`config.mk`:
```
export PLATFORM = sky130hd
export DESIGN_NAME = can_tdc_unit
export DESIGN_NICKNAME = d
export VERILOG_FILES = /design/src/rtl/tdc_pkg.sv /design/src/rtl/tdc_cfg_reg.sv /design/src/rtl/tdc_delay_meas.sv /design/src/rtl/tdc_ssp_check.sv /design/src/rtl/can_tdc_unit.sv
export SDC_FILE = /design/constraint.sdc
export NUM_CORES = 1
export LEC_CHECK = 0
export ABC_AREA = 1
export BUFFER_PORTS_ARGS = -buffer_cell sky130_fd_sc_hd__buf_2
export CORE_ASPECT_RATIO = 1.75
export CORE_MARGIN = 5
export CORE_UTILIZATION = 45
export DETAILED_ROUTE_END_ITERATION = 8
export GPL_TIMING_DRIVEN = 1
export PLACE_DENSITY_LB_ADDON = 0.3
export SLEW_MARGIN = 10
export SYNTH_ARGS = -nofsm -noshare
export SYNTH_HDL_FRONTEND = slang
export SYNTH_SLANG_ARGS = --single-unit
export TNS_END_PERCENT = 10
```
`constraint.sdc`:
```
create_clock -name clk -period 2.88 [get_ports clk]
set_input_delay 0.288 -clock clk [delete_from_list [all_inputs] [get_ports clk]]
set_output_delay 0.288 -clock clk [all_outputs]
set_load 0.01 [all_outputs]
```
`src/rtl/tdc_pkg.sv`:
```
package tdc_pkg;
  localparam int CFG_W   = 17;
  localparam int OFF_W   = 6;
  localparam int PRE_W   = 8;
  localparam int DLY_W   = 7;
  localparam int DLY_MAX = (1 << DLY_W) - 1;

  typedef struct packed {
    logic             en;
    logic [1:0]       rsvd;
    logic [OFF_W-1:0] offset;
    logic [PRE_W-1:0] presc;
  } tdc_cfg_t;

  typedef enum logic [1:0] {
    M_IDLE  = 2'd0,
    M_ARMED = 2'd1,
    M_COUNT = 2'd2
  } meas_st_e;
endpackage

```
`src/rtl/tdc_cfg_reg.sv`:
```
module tdc_cfg_reg
  import tdc_pkg::*;
(
  input  logic             clk,
  input  logic             rst_n,
  input  logic             ctrl_en,
  input  logic             we,
  input  logic [CFG_W-1:0] wdata,
  output tdc_cfg_t         cfg
);
  tdc_cfg_t cfg_d, cfg_q;

  // Writes are accepted only while the controller is disabled.
  always_comb begin
    cfg_d = cfg_q;
    if (we && !ctrl_en) begin
      cfg_d      = tdc_cfg_t'(wdata);
      cfg_d.rsvd = '0;
    end
  end

  always_ff @(posedge clk or negedge rst_n) begin
    if (!rst_n) cfg_q <= '0;
    else        cfg_q <= cfg_d;
  end

  assign cfg = cfg_q;
endmodule

```
`src/rtl/tdc_delay_meas.sv`:
```
module tdc_delay_meas
  import tdc_pkg::*;
#(
  parameter int DW   = DLY_W,
  parameter int OW   = OFF_W,
  localparam int MAXV = (1 << DW) - 1
) (
  input  logic          clk,
  input  logic          rst_n,
  input  logic          start,
  input  logic          tx,
  input  logic          rx,
  input  logic [OW-1:0] offset,
  output logic [DW-1:0] delay,
  output logic [DW-1:0] ssp
);
  meas_st_e      st_d, st_q;
  logic [DW-1:0] cnt_d, cnt_q, dly_d, dly_q;
  logic          tx_prev_q, rx_prev_q;
  logic          tx_fall, rx_fall;
  logic [DW:0]   sum;

  assign tx_fall = tx_prev_q & ~tx;
  assign rx_fall = rx_prev_q & ~rx;

  always_comb begin
    st_d  = st_q;
    cnt_d = cnt_q;
    dly_d = dly_q;
    unique case (st_q)
      M_IDLE: ;
      M_ARMED: begin
        if (tx_fall) begin
          st_d  = M_COUNT;
          cnt_d = DW'(1);
        end
      end
      M_COUNT: begin
        if (rx_fall) begin
          dly_d = cnt_q;
          st_d  = M_IDLE;
        end else if (cnt_q == DW'(MAXV)) begin
          dly_d = DW'(MAXV);
          st_d  = M_IDLE;
        end else begin
          cnt_d = cnt_q + DW'(1);
        end
      end
      default: st_d = M_IDLE;
    endcase
    if (start) st_d = M_ARMED;
  end

  always_ff @(posedge clk or negedge rst_n) begin
    if (!rst_n) begin
      st_q      <= M_IDLE;
      cnt_q     <= '0;
      dly_q     <= '0;
      tx_prev_q <= 1'b1;
      rx_prev_q <= 1'b1;
    end else begin
      st_q      <= st_d;
      cnt_q     <= cnt_d;
      dly_q     <= dly_d;
      tx_prev_q <= tx;
      rx_prev_q <= rx;
    end
  end

  assign sum   = {1'b0, dly_q} + (DW+1)'(offset);
  assign ssp   = (sum > (DW+1)'(MAXV)) ? DW'(MAXV) : sum[DW-1:0];
  assign delay = dly_q;
endmodule

```
`src/rtl/tdc_ssp_check.sv`:
```
module tdc_ssp_check
  import tdc_pkg::*;
#(
  parameter int DEPTH = 4,
  parameter int DW    = DLY_W,
  localparam int PW   = (DEPTH > 1) ? $clog2(DEPTH) : 1
) (
  input  logic          clk,
  input  logic          rst_n,
  input  logic          chk_en,
  input  logic          launch,
  input  logic          tx_bit,
  input  logic          rx,
  input  logic [DW-1:0] ssp,
  output logic          bit_err
);
  logic [PW-1:0]    wp_d, wp_q;
  logic [DEPTH-1:0] hit;
  logic             err_q;

  always_comb begin
    wp_d = wp_q;
    if (!chk_en)     wp_d = '0;
    else if (launch) wp_d = (wp_q == PW'(DEPTH - 1)) ? '0 : wp_q + PW'(1);
  end

  for (genvar g = 0; g < DEPTH; g++) begin : g_slot
    logic          vld_d, vld_q, bit_d, bit_q, load, hit_s;
    logic [DW-1:0] cnt_d, cnt_q;

    assign load = chk_en && launch && (wp_q == PW'(g));

    always_comb begin
      vld_d = vld_q;
      bit_d = bit_q;
      cnt_d = cnt_q;
      hit_s = 1'b0;
      if (!chk_en) begin
        vld_d = 1'b0;
      end else begin
        if (vld_q) begin
          if (cnt_q == '0) begin
            vld_d = 1'b0;
            hit_s = (rx != bit_q);
          end else begin
            cnt_d = cnt_q - DW'(1);
          end
        end
        if (load) begin
          vld_d = 1'b1;
          bit_d = tx_bit;
          cnt_d = (ssp == '0) ? '0 : ssp - DW'(1);
        end
      end
    end

    always_ff @(posedge clk or negedge rst_n) begin
      if (!rst_n) begin
        vld_q <= 1'b0;
        bit_q <= 1'b0;
        cnt_q <= '0;
      end else begin
        vld_q <= vld_d;
        bit_q <= bit_d;
        cnt_q <= cnt_d;
      end
    end

    assign hit[g] = hit_s;
  end

  always_ff @(posedge clk or negedge rst_n) begin
    if (!rst_n) begin
      wp_q  <= '0;
      err_q <= 1'b0;
    end else begin
      wp_q  <= wp_d;
      err_q <= |hit;
    end
  end

  assign bit_err = err_q;
endmodule

```
`src/rtl/can_tdc_unit.sv`:
```
module can_tdc_unit
  import tdc_pkg::*;
#(
  parameter int DEPTH = 4
) (
  input  logic             clk,
  input  logic             rst_n,
  input  logic             ctrl_en,
  input  logic             cfg_we,
  input  logic [CFG_W-1:0] cfg_wdata,
  output logic [CFG_W-1:0] cfg_rdata,
  output logic [PRE_W:0]   prescale_eff,
  input  logic             meas_start,
  input  logic             tx_line,
  input  logic             rx_line,
  input  logic             bit_launch,
  input  logic             tx_bit,
  output logic [DLY_W-1:0] loop_delay,
  output logic [DLY_W-1:0] ssp_pos,
  output logic             bit_err
);
  logic [1:0] rs_q;
  logic       rst_i_n;
  tdc_cfg_t   cfg;

  // Asynchronous assert, synchronous release.
  always_ff @(posedge clk or negedge rst_n) begin
    if (!rst_n) rs_q <= '0;
    else        rs_q <= {rs_q[0], 1'b1};
  end
  assign rst_i_n = rs_q[1];

  tdc_cfg_reg u_cfg (
    .clk    (clk),
    .rst_n  (rst_i_n),
    .ctrl_en(ctrl_en),
    .we     (cfg_we),
    .wdata  (cfg_wdata),
    .cfg    (cfg)
  );

  tdc_delay_meas #(.DW(DLY_W), .OW(OFF_W)) u_meas (
    .clk   (clk),
    .rst_n (rst_i_n),
    .start (meas_start),
    .tx    (tx_line),
    .rx    (rx_line),
    .offset(cfg.offset),
    .delay (loop_delay),
    .ssp   (ssp_pos)
  );

  tdc_ssp_check #(.DEPTH(DEPTH), .DW(DLY_W)) u_chk (
    .clk    (clk),
    .rst_n  (rst_i_n),
    .chk_en (cfg.en),
    .launch (bit_launch),
    .tx_bit (tx_bit),
    .rx     (rx_line),
    .ssp    (ssp_pos),
    .bit_err(bit_err)
  );

  assign cfg_rdata    = cfg;
  assign prescale_eff = {1'b0, cfg.presc} + (PRE_W+1)'(1);
endmodule

```
==> impl_metrics.json <==
{
  "clock.fmax_mhz": 376,
  "crit_path_end_kind": "flop",
  "reg2reg_setup_slack_ns": 0.22,
  "cts_max_level": 3,
  "num_rows": 47,
  "antenna_found_initial": 0,
  "io_buffers": 62,
  "synth.distinct_cells": 45,
  "powerDensity_mw_per_mm2": 894,
  "drc_errors": 0,
  "ys_seq_area_share_pct": 42.4,
  "grt_usage_pct": 18.5,
  "start_kind": "flop",
  "syn_avg_cell_area_um2": 8.15,
  "critPathSlowestCell": "dfrtp_1",
  "path_max_fanout": 8,
  "final_cell_mix": "nand2_1, inv_1, dfrtp_1, buf_2, nor2_1",
  "outcome": "complete, no violations",
  "grt.overflow.total": 0,
  "hold_viol_final": 0,
  "use_met3_pct": 4.05,
  "rsz0062_at_grt": "no",
  "fin_cells": 734,
  "fin_total_pwr_uw": 4660,
  "hp-class": "primary input to flop",
  "worstHoldStart": "tx_line",
  "place_ws_ns": 0.228,
  "worstSetupPathType": "flop to flop",
  "critPathRequiredTime_ns": 3.09,
  "clkLatencyLatePin_ns": 0.34,
  "grt_max_degree": 30,
  "layout_min_cycle_time_ns": 2.66,
  "core_mm2": 0.00947,
  "clock_path_buffers": 2,
  "worstPathCellList": "ha_1, or2_4, nand2_4, nor2_4, nor2_8, inv_1, nor2_1, ha_1, nand2_1, nor2_8, nand3_4, nand2_1, o21bai_1",
  "max_stage_delay_ns": 0.41,
  "die_w_um": 84.6,
  "drive_gt1_share_pct": 19.0,
  "fillers": 889,
  "grt_pass1_wl_um": 17700,
  "ys_ff_latch": 74,
  "final_antenna_net_count": 0,
  "hold_depth": 1,
  "worstMarginPinSlew_ns": 0.723,
  "drt-total-wl_um": 10300,
  "dieArea_mm2": 0.0119,
  "r2r-start": "u_meas.delay[2]",
  "drv_cap": 0,
  "n_antenna_cell": 0,
  "dpl.hpwl_um": 8040,
  "final-setup-viol-count": 0,
  "ir_drop_mv": 0.615,
  "grt_pass1_vias": 3851,
  "routed-via-count": 3722,
  "syn_area_mm2": 0.00438,
  "synthXorXnorAreaFrac_pct": 3.57,
  "yosys_warnings": 0,
  "synth_top_family_by_area": "simple AND/OR/NAND/NOR gates",
  "slew_headroom_pct": 51.7,
  "grt_util_met2_pct": 34.3,
  "synth-edff-count": 0,
  "dieHeight_um": 140,
  "netlist_instances": 537,
  "final.period_utilization_pct": 92.4,
  "worst_slack_ns": 0.218,
  "synthSimpleGateAreaFrac_pct": 22.4,
  "final_common_cell": "nand2_1",
  "cts.repair.resized": 0,
  "clock-root-buffer": "clkbuf_16",
  "async_reset_ff_share_pct": 100,
  "cp.arrival_ns": 2.87,
  "use_met1_pct": 19.2,
  "synthMuxAreaShare_pct": 2.57,
  "tns_ns": 0,
  "first_iter_violations": 180,
  "cts_buffers": 9,
  "r2r_end": "u_chk.g_slot[3].cnt_q[1]",
  "min_to": "u_meas.tx_prev_q",
  "synth-main-ff-cell": "dfrtp_1",
  "gr-max-usage-layer": "met2",
  "ios": 67,
  "synth_fa_ha_area_share_pct": 6.46,
  "wire_per_inst_um": 14.0,
  "clock_sinks": 74,
  "syn_to_final_growth_pct": 19.2,
  "dr.pass1.iters": 4,
  "drt-vias-per-instance": 5.07,
  "clkTransAtPathRegs_ns": 0.06,
  "initial_utilization_pct": 46.2,
  "cts_tree": "built",
  "synth_compound_area_share_pct": 13.4,
  "place_inst": 717,
  "r2r_cells": 13,
  "final-max-slew-violation-count": 0,
  "final_nets": 655,
  "total_leakage_power_uw": 0.00275,
  "finalClockSkew_ns": 0.00684,
  "gp_congestion": 0.898
}
==> per-stage QoR <==
stage | util [%] | hold WS (ns) | area [um^2]
CTS | 55.1 | 0.0479 | 5220
finish | 55.1 | 0.0542 | 5220
global placement | 51.1 | 0.0737 | 4840
detailed placement | 51.1 | 0.0750 | 4840
floorplan | - | -0.00759 | 4380
global route | 55.1 | 0.0435 | 5220
==> area by class of cell <==
class                           count  area (um^2)  share of cell area [%]
Clock inverter                      5          125                    2.40
Clock buffer                       11          243                    4.65
Inverter                           92          345                    6.62
Tap cell                          122          153                    2.93
Multi-Input combinational cell    361         2130                    40.8
Timing Repair Buffer               69          365                    7.01
Sequential cell                    74         1860                    35.6
==> worst max path at each step <==
stage | startpoint | to | slack (ns)
2_1_floorplan | u_cfg.cfg[10] | u_chk.g_slot[0].cnt_q[2] | 0.42
3_3_place_gp | u_cfg.cfg[13] | u_chk.g_slot[1].cnt_q[1] | 0.33
3_5_place_dp | u_meas.delay[2] | u_chk.g_slot[1].cnt_q[1] | 0.23
4_1_cts | u_meas.delay[2] | u_chk.g_slot[1].cnt_q[1] | 0.22
5_1_grt | u_cfg.cfg[13] | u_chk.g_slot[1].cnt_q[1] | 0.06
6_report | u_meas.delay[2] | u_chk.g_slot[3].cnt_q[1] | 0.22
==> synth_stat cells, drive strengths merged (3+ instances only) <==
cell type	instances	area [um^2]
a21boi	3	22.5
a21oi	33	165
a22oi	4	30.0
a31oi	4	25.0
buf	3	22.5
clkbuf	8	30.0
dfrtp	72	1800
ha	21	263
inv	92	345
mux2	10	113
nand2	100	403
nand3	32	190
nand4	4	25.0
nor2	58	268
nor3	9	45.0
o211ai	3	22.5
o21ai	30	154
o21bai	13	105
o22ai	7	43.8
xnor2	3	26.3
xor2	14	130
==> worst max-delay path: cells and delay by family (launching register included) <==
kind | cells | cell delay (ns)
flops | 1 | 0.41
compound gates | 1 | 0.11
fa+ha+maj | 2 | 0.58
simple gates | 9 | 1.37
buf+inv | 1 | 0.05
==> sequential cells by signal, indices dropped and copies added, names as in the netlist <==
signal	flops
u_chk.g_slot.cnt_q	28
u_cfg.cfg	15
u_meas.cnt_q	7
u_meas.delay	7
u_chk.g_slot.bit_q	4
u_chk.g_slot.vld_q	4
rs_q	2
u_chk.wp_q	2
u_meas.st_q	2
u_chk.bit_err	1
u_meas.rx_prev_q	1
u_meas.tx_prev_q	1
==> power by group <==
| part | switching (uW) | leakage, uW | internal, uW |
|---|---|---|---|
| clock | 417 | 0.000180 | 956 |
| combinational | 1070 | 0.00166 | 682 |
| sequential | 221 | 0.000905 | 1310 |
==> repair_timing <==
| action | 4_1_cts | 5_1_grt |
|---|---|---|
| setup buffers | 0 | 0 |
| hold buffers | 1 | 0 |
| hold endpoints to repair | 2 | 0 |
==> cells by family (layout without fill, tap and decap cells) <==
| kind of cell | count (synthesis) | count (layout) |
|---|---|---|
| AOI/OAI and AO/OA | 99 | 99 |
| adders and majority gates | 22 | 22 |
| muxes | 10 | 10 |
| and+or+nand+nor | 210 | 210 |
| DFF | 74 | 74 |
| buffers and inverters | 103 | 177 |
| xor gates and xnor gates | 17 | 17 |
| other | 2 | 3 |
==> layer usage <==
metal	routed length, um	part of all wire [%]
met1	3860	38
met2	5730	56
met3	337	3.3
met4	340	3.3
met5	0	0
(Power assumes the default switching activity.)
